===== src/rtl/pwr_mode_ctl.sv =====
module pwr_mode_ctl #(
  parameter int DIV_LOG2 = 3
) (
  input  logic       clk,
  input  logic       rst,
  input  logic       sfr_we,
  input  logic [7:0] sfr_wdata,
  input  logic       hwpd_n,
  input  logic       periph_irq,
  output logic       cpu_ce,
  output logic       periph_ce,
  output logic       osc_run,
  output logic [7:0] ctl_q
);
  localparam int IDLE_ARM_B = 0;
  localparam int PD_ARM_B   = 1;
  localparam int SLOW_B     = 4;
  localparam int IDLE_GO_B  = 5;
  localparam int PD_GO_B    = 6;
  localparam logic [DIV_LOG2-1:0] DIV_LAST = '1;

  logic [7:0]          ctl_r;
  logic                arm_idle, arm_pd, hw_pd_q;
  logic [DIV_LOG2-1:0] div_cnt;

  wire idle_on = ctl_r[IDLE_GO_B];
  wire pd_sw   = ctl_r[PD_GO_B];
  wire slow_on = ctl_r[SLOW_B];
  wire halted  = idle_on | pd_sw | hw_pd_q;
  wire wr_ok   = sfr_we & ~halted;
  wire idle_go = wr_ok & arm_idle & sfr_wdata[IDLE_GO_B];
  wire pd_go   = wr_ok & arm_pd & sfr_wdata[PD_GO_B];
  wire wake    = idle_on & periph_irq & ~pd_sw & ~hw_pd_q;
  wire tick    = slow_on ? (div_cnt == DIV_LAST) : 1'b1;

  always_ff @(posedge clk) begin
    if (rst) begin
      ctl_r    <= '0;
      arm_idle <= 1'b0;
      arm_pd   <= 1'b0;
      hw_pd_q  <= 1'b0;
      div_cnt  <= '0;
    end else begin
      hw_pd_q <= ~hwpd_n;
      if (osc_run) div_cnt <= div_cnt + 1'b1;
      if (wr_ok) begin
        ctl_r    <= {sfr_wdata[7], pd_go, idle_go, sfr_wdata[4:0]};
        arm_idle <= sfr_wdata[IDLE_ARM_B] & ~sfr_wdata[IDLE_GO_B];
        arm_pd   <= sfr_wdata[PD_ARM_B] & ~sfr_wdata[PD_GO_B];
      end else if (wake) begin
        ctl_r[IDLE_ARM_B] <= 1'b0;
        ctl_r[IDLE_GO_B]  <= 1'b0;
      end
    end
  end

  assign osc_run   = ~(pd_sw | hw_pd_q);
  assign periph_ce = osc_run & tick;
  assign cpu_ce    = periph_ce & ~idle_on;
  assign ctl_q     = ctl_r;


  idle_gate_chk: assert property (@(posedge clk) disable iff (rst)
    ctl_q[IDLE_GO_B] |-> !cpu_ce);


  idle_wake_chk: assert property (@(posedge clk) disable iff (rst)
    ctl_q[IDLE_GO_B] && periph_irq && osc_run |=> !ctl_q[IDLE_GO_B]);


  pd_sticky_chk: assert property (@(posedge clk) disable iff (rst)
    ctl_q[PD_GO_B] |=> ctl_q[PD_GO_B] && !osc_run && !periph_ce);


  pin_pd_chk: assert property (@(posedge clk) disable iff (rst)
    !hwpd_n |=> !osc_run && !cpu_ce);


  slow_gap_chk: assert property (@(posedge clk) disable iff (rst)
    ctl_q[SLOW_B] && periph_ce && !sfr_we |=> !periph_ce);


  halt_hold_chk: assert property (@(posedge clk) disable iff (rst)
    !osc_run && !periph_irq |=> $stable(ctl_q));
endmodule


===== config.mk =====
export PLATFORM = sky130hd
export DESIGN_NAME = pwr_mode_ctl
export DESIGN_NICKNAME = d
export VERILOG_FILES = /design/src/rtl/pwr_mode_ctl.sv
export SDC_FILE = /design/constraint.sdc
export NUM_CORES = 1
export LEC_CHECK = 0
export BUFFER_PORTS_ARGS = -buffer_cell sky130_fd_sc_hd__buf_4
export CORE_MARGIN = 5
export CORE_UTILIZATION = 25
export DETAILED_ROUTE_END_ITERATION = 7
export GPL_ROUTABILITY_DRIVEN = 0
export PLACE_DENSITY = 0.54
export SKIP_CTS_REPAIR_TIMING = 1
export SKIP_LAST_GASP = 1
export SLEW_MARGIN = 10
export SYNTH_ARGS = -nofsm -noshare
export SYNTH_HDL_FRONTEND = slang
export SYNTH_SLANG_ARGS = --single-unit

===== constraint.sdc =====
create_clock -name clk -period 1.8 [get_ports clk]
set_input_delay 0.09 -clock clk [delete_from_list [all_inputs] [get_ports clk]]
set_output_delay 0.09 -clock clk [all_outputs]
set_load 0.1 [all_outputs]

Word level (Yosys, flattened, before mapping)
Index checks and enable logic that the tools add are counted.

Reduce and logical (&&, ||, !) cells: 1. Bitwise logic cells: 23. $add $sub $neg: 1. Equality and inequality tests: 1. Muxes and demuxes: 4.

Operators with widths (number): $and 1x1->1 (12); $not 1->1 (8); $mux 1 (4); $add 3x1->3 const B (1); $eq 3x3->1 const B (1); $or 1x1->1 (3); $reduce_bool 2->1 (1).

Logic and storage cells: 36. Register bits after elaboration: 14. Output and inout bits: 11.

Logic depth before layout (Yosys ltp)
Depth after elaboration: 7. Gate-level depth with buffers: 5. Depth with buffers taken out: 5.

Least setup slack after synthesis
Ideal clock, no wire load.

Path type: reg2out. Start: register ctl_r[6] (netlist: ctl_q[6]). End: output port cpu_ce. Arrival time: 6125 ps. Stages on the path, launching flop included: 4. Setup slack: -4415 ps. Required time: 1710 ps. Cells stage by stage: dfxtp_1 -> nor2_1 -> a21boi_0 -> nor2b_1.

Word-level cells in the longest chain between the ends: 4.

RTL lines: start: declaration (line 22) `logic [7:0] ctl_r;`; start signal: assignment (line 47) `ctl_r <= {sfr_wdata[7], pd_go, idle_go, sfr_wdata[4:0]};`; $or 1x1->1 (line 57) `assign osc_run = ~(pd_sw | hw_pd_q);`; $not 1->1 (line 57); net osc_run (line 12) `output logic osc_run,`; $and 1x1->1 (line 58) `assign periph_ce = osc_run & tick;`; net periph_ce (line 11) `output logic periph_ce,`; $and 1x1->1 (line 59) `assign cpu_ce = periph_ce & ~idle_on;`; end: declaration (line 10) `output logic cpu_ce,`.

The timed path passes the listed nets, and every way through them passes these cells.

Worst setup path in the final report
Start: register div_cnt[0]. End: output port cpu_ce.

Word-level cells in the longest chain between the ends: 4.

RTL lines: start: declaration (line 24) `logic [DIV_LOG2-1:0] div_cnt;`; start signal: assignment (line 45) `if (osc_run) div_cnt <= div_cnt + 1'b1;`; $eq 3x3->1 (line 34) `wire tick = slow_on ? (div_cnt == DIV_LAST) : 1'b1;`; $mux 1 (line 34); $and 1x1->1 (line 58); $and 1x1->1 (line 59).

No other way between the ends.

==> impl_summary.txt <==
----------------------------------------------------
[STA]
  Transition time of the tightest slew-check pin ... 0.542 ns
  Normalized max-slew margin ... 63.7%
  Total count of max-transition violations in the final report ... 0
  Worst Skew ... roughly 0.0017 ns
  Total negative slack for setup checks ... 0 ns
  Count of endpoints failing hold in the final timing report ... 0
  Setup repair after global routing missed its margin ... false
  Max Clock Freq ... 603 MHz
  Worst hold margin ... 0.0515 ns
  Period Utilization, post-route ... 92.1%
  Minimum setup slack in the final design ... ~0.14 ns
  Total of endpoints with negative setup slack in the final report ... 0
  Min cycle time layout ... 1.66 ns

[Flow run]
  Max-capacitance violation count ... 0

[Worst setup path]
  RR Startpoint ... ctl_q[5]
  Beginning of the critical path ... div_cnt[0]
  Kind of critical path ... flop to primary output
  Crit path capture type ... primary output
  Required time reported for the critical path endpoint ... about 1.7 ns
  Startpoint type of the worst setup path ... flop
  Data arrival time at the worst-slack endpoint ... 1.57 ns
  Crit Path Max Fanout ... 2

[Route]
  DRC marker count from the first detailed-route iteration ... 8
  DR vias ... 518
  Routed wire length ... ~1400 um
  Antenna-violating nets left ... 0
  Avg WL per Cell ... 11.7 um
  Pre-antenna DRT Iters ... 4
  DRC violations left ... 0
  Number of vias per cell after detailed routing ... 4.47

[Finish]
  Number of nets at the end of the flow ... 104
  Number of diodes ... 0
  Most common cell after layout, fill and taps aside ... buf_4
  Commonest non-fill, non-tap cells in the layout ... 23 x buf_4, 15 x nand2_1, 13 x dfxtp_1
  Layout area overhead ... 45.5%
  Ratio of cells with drive above 1 in the final layout ... around 38%

[GRT]
  First-pass GRT wire length ... 2370 um
  Vias in the first global route ... 516
  Largest net degree at the start of global routing ... 15
  GRT overflow ... 0
  Aggregate global-route resource usage ... 9.21%
  Number of antenna violations at the first check in global routing ... 0

[Yosys]
  Count of unique library cells instantiated by Yosys ... 18
  Biggest area consumer among synthesized cells ... dfxtp_1
  Fraction of the mapped netlist area in compound gates ... around 14%
  Number of register bits inferred by synthesis ... 14
  Share of the synthesized area in the top cell type ... 48.8%
  Multiplexer fraction of the synthesized cell area ... 0%
  Dominant combinational cell family by area after synthesis ... simple AND/OR/NAND/NOR gates
  Dominant cells by area after synthesis ... dfxtp_1 49%, nand2_1 9.8%, a21oi_1 8.7%
  Share of synthesized area occupied by flip-flops and latches ... between 40 and 50%
  Synthesized netlist net count ... 77
  Post-Synth Adder-Cell Area ... 4.36%
  Cells after synthesis ... 62
  Post-Synthesis Mean Instance Area ... 9.26 um2
  Basic-gate share of the synthesized area counting and, or, nand and nor cells ... 26.4%
  Synth Cell Area ... 574 um2
  Xor/xnor share of the synthesized area ... around 1.5%
  Yosys Warn Count ... 0

[Pwr]
  Power per Cell Area ... just over 900 nW/um2
  Leakage dissipation ... 0.365 nW
  Worst VDD drop ... 0.383 mV

[Die]
  Number of top-level pins ... 24
  Die width ... between 50 and 60 um
  Vertical extent of the die ... 57.9 um
  Area enclosed by the die boundary ... 3360 um2
  Row cnt ... 17
  Placeable core region ... 2210 um2
  Initial standard-cell utilization of the core ... 26.0%

[Placement]
  Post-DP HPWL ... 1010 um
  # port buffers ... 23
  Pre-CTS worst setup slack ... 0.402 ns

[Outcome]
  Run status ... finished clean

[Hold path]
  Worst min-delay path class ... primary input to flop
  Hold wc startpoint ... sfr_wdata[3]

[Clock network]
  TritonCTS Sinks ... 14
  Clk pin slew, worst setup/hold paths ... ~0.090 ns
  Source-to-sink clock delay at the later pin of the worst-skew pair ... 0.28 ns
  CTS tree ... yes
  Number of buffers created by CTS ... 3
  H-tree levels ... 1
  Cell chosen for the clock root ... clkbuf_4
  Maximum number of buffers from clock root to sink ... 2

----------------------------------------------------
area by class of cell:
class                           instances  area (um2)
Timing Repair Buffer                   24         183
Multi-Input combinational cell         45         294
Fill cell                             243        1380
Inverter                                1        3.75
Sequential cell                        14         284
Clock buffer                            4        36.3
Tap cell                               28        35.0
metrics by stage:
| step | power (mW) | cells | area, um2 | utilization, % |
|---|---|---|---|---|
| 6_report | 0.778 | 116 | 836 | 37.8 |
| 3_3_place_gp | 0.551 | 111 | 790 | 35.7 |
| 3_5_place_dp | 0.552 | 111 | 790 | 35.7 |
| 4_1_cts | 0.781 | 115 | 826 | 37.3 |
| 5_1_grt | 0.811 | 116 | 836 | 37.8 |
| 2_1_floorplan | 0.502 | 62 | 604 | - |
kinds of logic (layout without fill, tap and decap cells):
family	Yosys count	count (layout)
flops	14	14
simple gates	27	27
compound gates	15	15
buf+inv	3	29
fa+ha+maj	2	2
xor+xnor	1	1
Yosys cell counts:
| master | n |
|---|---|
| dfxtp_1 | 14 |
| nor2_1 | 5 |
| xnor2_1 | 1 |
| o21ai_0 | 2 |
| a21boi_0 | 1 |
| nor2b_1 | 1 |
| nand3b_1 | 2 |
| or4b_1 | 1 |
| nand3_2 | 1 |
| nor4b_4 | 1 |
| buf_6 | 2 |
| a31oi_1 | 1 |
| nand2_1 | 15 |
| ha_1 | 2 |
| a21oi_1 | 10 |
| inv_1 | 1 |
| a32oi_1 | 1 |
| nand4bb_1 | 1 |
where the power goes:
group          internal [mW]  leakage (nW)  switching [mW]
clock                  0.123        0.0210           0.110
combinational         0.0619         0.229           0.142
sequential             0.327         0.116          0.0142
total                  0.511         0.365           0.266
flip-flops by register name, summed over array words and instances, names as in the netlist:
signal	cells
hw_pd_q	1
div_cnt	3
arm_idle	1
ctl_q	8
arm_pd	1
critical path: stages (launching register included):
cell and delay (ns):
dfxtp_1 0.36, ha_1 0.15, ha_1 0.13, inv_1 0.06
a21boi_4 0.15, nor2b_4 0.14, buf_4 0.29
layer usage:
| metal | vias to the layer above | routed length (um) | global-route usage (%) |
|---|---|---|---|
| met4 | 0 | 14 | 4.97 |
| met1 | 239 | 632 | 11.2 |
| met2 | 11 | 641 | 14.4 |
| met3 | 2 | 65 | 2.90 |
| met5 | - | 0 | 0 |
| li1 | 266 | - | - |
final timing paths:
check	end	slack [ns]	cells after the start
max	cpu_ce	0.14	6
min	ctl_q[3]	0.05	3
max reg2reg	ctl_q[1]	0.39	3
min reg2reg	arm_pd	0.46	2
Note: power is estimated with default switching activity, not from simulation.
